File: config.mk
export PLATFORM = sky130hd
export DESIGN_NAME = token_flag_unit
export DESIGN_NICKNAME = d
export VERILOG_FILES = /design/src/rtl/token_pkg.sv /design/src/rtl/token_cell.sv /design/src/rtl/token_port.sv /design/src/rtl/token_flag_unit.sv
export SDC_FILE = /design/constraint.sdc
export NUM_CORES = 1
export LEC_CHECK = 0
export CAP_MARGIN = 25
export CELL_PAD_IN_SITES_DETAIL_PLACEMENT = 0
export CELL_PAD_IN_SITES_GLOBAL_PLACEMENT = 1
export CORE_MARGIN = 5
export CORE_UTILIZATION = 33
export CTS_CLUSTER_DIAMETER = 60
export DETAILED_ROUTE_END_ITERATION = 8
export PLACE_DENSITY_LB_ADDON = 0.1
export SETUP_SLACK_MARGIN = 0.3
export SLEW_MARGIN = 10
export SYNTH_ARGS = -nofsm -noshare
export SYNTH_HDL_FRONTEND = slang
export SYNTH_SLANG_ARGS = --single-unit
File: constraint.sdc
create_clock -name clk -period 1.5 [get_ports clk]
set_clock_uncertainty 0.05 [all_clocks]
set_input_delay 0.3 -clock clk [delete_from_list [all_inputs] [get_ports clk]]
set_output_delay 0.3 -clock clk [all_outputs]
set_load 0.01 [all_outputs]
File: src/rtl/token_pkg.sv
package token_pkg;
  typedef enum logic [1:0] {
    OWN_NONE  = 2'd0,
    OWN_LEFT  = 2'd1,
    OWN_RIGHT = 2'd2
  } own_e;
endpackage

File: src/rtl/token_cell.sv
module token_cell
  import token_pkg::*;
(
  input  logic clk,
  input  logic rst,
  input  logic wr_l,
  input  logic val_l,
  input  logic wr_r,
  input  logic val_r,
  output logic held_l,
  output logic held_r
);
  logic req_l, req_r, nreq_l, nreq_r;
  own_e st, nst;

  always_comb begin
    nreq_l = wr_l ? ~val_l : req_l;
    nreq_r = wr_r ? ~val_r : req_r;
    nst = st;
    if (st == OWN_LEFT && !nreq_l) nst = OWN_NONE;
    if (st == OWN_RIGHT && !nreq_r) nst = OWN_NONE;
    if (nst == OWN_NONE) begin
      if (nreq_l) nst = OWN_LEFT;
      else if (nreq_r) nst = OWN_RIGHT;
    end
  end

  always_ff @(posedge clk) begin
    if (rst) begin
      req_l <= 1'b0;
      req_r <= 1'b0;
      st    <= OWN_NONE;
    end else begin
      req_l <= nreq_l;
      req_r <= nreq_r;
      st    <= nst;
    end
  end

  assign held_l = (st == OWN_LEFT);
  assign held_r = (st == OWN_RIGHT);
endmodule

File: src/rtl/token_port.sv
module token_port #(
  parameter int NUM_FLAGS = 8,
  parameter int DATA_W    = 8,
  localparam int ADDR_W   = $clog2(NUM_FLAGS)
) (
  input  logic              clk,
  input  logic              rst,
  input  logic              sel_n,
  input  logic              ce_n,
  input  logic              rw,
  input  logic              oe_n,
  input  logic [ADDR_W-1:0] addr,
  input  logic [DATA_W-1:0] wdata,
  input  logic [NUM_FLAGS-1:0] held,
  output logic              wr_stb,
  output logic              wr_val,
  output logic [ADDR_W-1:0] wr_addr,
  output logic [DATA_W-1:0] rdata,
  output logic              rvalid
);
  logic rw_q;
  logic legal;
  logic rd_stb;

  assign legal   = !sel_n && ce_n;
  assign wr_stb  = legal && rw && !rw_q;
  assign wr_val  = wdata[0];
  assign wr_addr = addr;
  assign rd_stb  = legal && rw && !oe_n;

  always_ff @(posedge clk) begin
    if (rst) begin
      rw_q   <= 1'b1;
      rdata  <= '0;
      rvalid <= 1'b0;
    end else begin
      rw_q   <= rw;
      rvalid <= rd_stb;
      rdata  <= rd_stb ? {DATA_W{~held[addr]}} : '0;
    end
  end
endmodule

File: src/rtl/token_flag_unit.sv
module token_flag_unit #(
  parameter int NUM_FLAGS = 8,
  parameter int DATA_W    = 8,
  localparam int ADDR_W   = $clog2(NUM_FLAGS)
) (
  input  logic              clk,
  input  logic              rst,
  input  logic              l_sel_n,
  input  logic              l_ce_n,
  input  logic              l_rw,
  input  logic              l_oe_n,
  input  logic [ADDR_W-1:0] l_addr,
  input  logic [DATA_W-1:0] l_wdata,
  output logic [DATA_W-1:0] l_rdata,
  output logic              l_rvalid,
  input  logic              r_sel_n,
  input  logic              r_ce_n,
  input  logic              r_rw,
  input  logic              r_oe_n,
  input  logic [ADDR_W-1:0] r_addr,
  input  logic [DATA_W-1:0] r_wdata,
  output logic [DATA_W-1:0] r_rdata,
  output logic              r_rvalid
);
  logic                 wr_l, wr_r, val_l, val_r;
  logic [ADDR_W-1:0]    waddr_l, waddr_r;
  logic [NUM_FLAGS-1:0] held_l, held_r;

  token_port #(.NUM_FLAGS(NUM_FLAGS), .DATA_W(DATA_W)) u_left (
    .clk(clk), .rst(rst), .sel_n(l_sel_n), .ce_n(l_ce_n), .rw(l_rw),
    .oe_n(l_oe_n), .addr(l_addr), .wdata(l_wdata), .held(held_l),
    .wr_stb(wr_l), .wr_val(val_l), .wr_addr(waddr_l),
    .rdata(l_rdata), .rvalid(l_rvalid)
  );

  token_port #(.NUM_FLAGS(NUM_FLAGS), .DATA_W(DATA_W)) u_right (
    .clk(clk), .rst(rst), .sel_n(r_sel_n), .ce_n(r_ce_n), .rw(r_rw),
    .oe_n(r_oe_n), .addr(r_addr), .wdata(r_wdata), .held(held_r),
    .wr_stb(wr_r), .wr_val(val_r), .wr_addr(waddr_r),
    .rdata(r_rdata), .rvalid(r_rvalid)
  );

  for (genvar i = 0; i < NUM_FLAGS; i++) begin : g_flag
    token_cell u_cell (
      .clk(clk), .rst(rst),
      .wr_l(wr_l && (waddr_l == ADDR_W'(i))), .val_l(val_l),
      .wr_r(wr_r && (waddr_r == ADDR_W'(i))), .val_r(val_r),
      .held_l(held_l[i]), .held_r(held_r[i])
    );
  end
endmodule

==> results.md <==
* Failing checks: negative setup slack
* Placement Setup Slack at -0.6491 ns
* Final WL at 5.867 mm
* Critical Path Slowest Stage Cell: or4_4
* Synth Net Count at 249
* Total core area at 5921 µm²
* Area share of the largest cell type after synthesis at 37.98%
* Fin crit share at 113.3%
* Cts hold-fix bufs at 0
* Footprint of the multi-input gates at 1454 µm²
* Initial drt markers at 44
* First-pass GRT wire length at 8.901 mm
* Synth unique cells at 58
* DRC viols at 0
* Max Used Layer: met4
* Total number of vias at 1866
* DR pass1 iterations at 4
* Status: finished with violations
* CP max FO at 3
* #FFs+latches synth at 38
* Syn avg cell area at 9.231 µm²
* CTS tree: yes
* Yosys Warn Count at 0
* MaxCap Viol Count at 0
* Tmin final at 1.700 ns
* Pleak at 1.306 nW
* Worst slew pin tran at 0.3536 ns
* RSZ-0062 raised after global routing: yes
* Die width at 87.91 µm
* Worst hold start: r_sel_n
* Grt ovf at 0
* Vias per cell at 5.057
* Pin count of the biggest net entering global routing at 18
* Register area at 782.0 µm²
* Drt wl/cell at 15.90 µm
* Most common cell after layout, fill and taps aside: buf_4
* Clock-pin transition on the worst setup and hold timing paths at 0.08 ns
* H-Tree Depth at 2
* Vias in the first global route at 1772
* Final Worst Setup Slack at -0.2001 ns
* Crit path cell chain: nand4bb_4, buf_6, buf_6, or4_4, and2_4, o31ai_2
* Leading area contributor after synthesis: dfxtp_1
* Req. time, crit path at 1.65 ns
* Dominant synthesized flop cell: dfxtp_1
* Mapped Area at 2003 µm²
* CP startpoint kind: flip-flop
* DR WL met3 at 194 µm
* Total length of routed met2 wires at 2.885 mm
* Clk buf depth at 2
* Wire length on met1 at 2.741 mm
* Slew margin rel. at 76.23%
* Syn Inst Count at 217
* Cell repeated most along the worst path: buf_6
* Total die area at 7728 µm²
* Inserted Diodes at 0
* Share of layout cells above drive strength 1 at 55.44%
* CP delay by family, top: simple AND/OR/NAND/NOR gates
* GP Congestion at 0.7476
* EDFF count, synth at 0
* Initial antenna violation count at 0
* Setup violations, final at 21
* Sequential share of the synthesized area at 37.98%
* Fillers at 528
* Nets at 326
* CTS sink count at 38
* Crit. Startpoint: u_left.rw_q$_SDFF_PP1_
* Cts bufs inserted at 5
* Crit-path max cell delay at 0.42 ns
* Hold Violations, Final at 0
* IO buf count at 35
* Area added between synthesis and finish at 64.96%
* Critical Path End Type: flip-flop
* Max frequency at 588.2 MHz
* Overall Power at 1.999 mW
* Synth top area cells: dfxtp_1 (38%), buf_4 (5.2%), nor2_1 (3.9%)
* Post-DP HPWL at 4.139 mm
* GRT Total Usage at 15.02%
* Peak supply drop at 0.4118 mV
* Share of flip-flops with an asynchronous set or reset at 0%
* Clock Latency Late Sink at 0.29 ns
* Pwr dens at 605.0 nW/µm²
* Site Rows at 28
* R2r startpoint: u_left.rw_q$_SDFF_PP1_
* I/O pin cnt at 50
* Post-route ant nets at 0
* Most frequent cells in the layout: buf_4 (35), buf_6 (34), dfxtp_1 (27)
* Final slew viol count at 0
* Starting Density at 33.83%
* Root Driver: clkbuf_8
* Die Y at 87.91 µm
* Worst EP arrival at 1.85 ns
* WS Path Type: flip-flop to flip-flop
* WP buf/inv at 2
* Worst hold path type: input pin to flip-flop
cells in the mapped netlist, drive strengths merged, types with 5 or more instances:
cell     n
nor2b    5
o31a     7
nor2    21
a221oi   5
and2     5
buf     21
o31ai    8
dfxtp   38
inv      9
or2      5
nor4     7
nand2   11
a21oi    5
nand3    6
where the power goes:
group	leakage (nW)	switching, mW	total, mW	internal [mW]
combinational	0.955	0.160	0.320	0.160
sequential	0.313	0.00429	1.01	1.01
clock	0.0383	0.345	0.665	0.320
total	1.31	0.509	2.00	1.49
cell families (layout without fill, tap and decap cells):
group	count (synthesis)	after routing	synth area share (%)
flip-flops	38	38	37.98
AND/OR/NAND/NOR	84	85	26.67
AO/OA/AOI/OAI	55	55	22.86
multiplexers	5	5	2.561
buffers and inverters	35	111	9.931
what timing repair did:
| action | CTS | global route |
|---|---|---|
| buffers inserted | 10 | 8 |
| pin swaps | 19 | 25 |
| cloned | 2 | 0 |
| endpoints found under the setup margin | 52 | 47 |
| gates resized for setup | 145 | 58 |
cell type report:
cell class | count | share of cell area, %
Clock buffer | 7 | 2.310
Sequential cell | 38 | 23.67
Multi-Input combinational cell | 145 | 44.00
Tap cell | 75 | 2.840
Timing Repair Buffer | 94 | 26.05
Inverter | 10 | 1.136
state kept, by name (all words and copies together) (netlist names):
| register | flops |
|---|---|
| u_right.rvalid | 1 |
| u_right.rw_q | 1 |
| u_left.rw_q | 1 |
| g_flag.u_cell.req_l | 8 |
| u_left.rvalid | 1 |
| u_right.rdata | 1 |
| g_flag.u_cell.st | 16 |
| u_left.rdata | 1 |
| g_flag.u_cell.req_r | 8 |
metrics by stage:
stage               cells  setup TNS, ns  utilization (%)  hold slack, ns  area (µm²)
floorplan             217       -0.03835                -          0.3378        2092
global placement      342         -15.43            45.18          0.4386        2675
detailed placement    342         -15.84            45.18          0.4406        2675
CTS                   361         -1.686            51.10          0.3484        3025
global route          369         -3.415            55.81          0.3654        3304
finish                369         -2.011            55.81          0.3558        3304
final timing paths:
check | endpoint | slack [ns] | cells past startpoint
min reg2reg | g_flag[6].u_cell.st[1]$_SDFF_PP0_ | 0.44 | 2
max | g_flag[1].u_cell.st[0]$_SDFF_PP0_ | -0.20 | 6
min | u_right.rvalid$_SDFF_PP0_ | 0.36 | 2
max reg2reg | g_flag[1].u_cell.st[0]$_SDFF_PP0_ | -0.20 | 6
routing by layer:
metal  up-vias  global-route usage [%]
li1        951                       -
met2        23                   24.86
met1       886                   19.85
met5         -                       0
met4         0                   5.021
met3         6                   2.446
No activity file was read; power rests on OpenSTA's default activity.
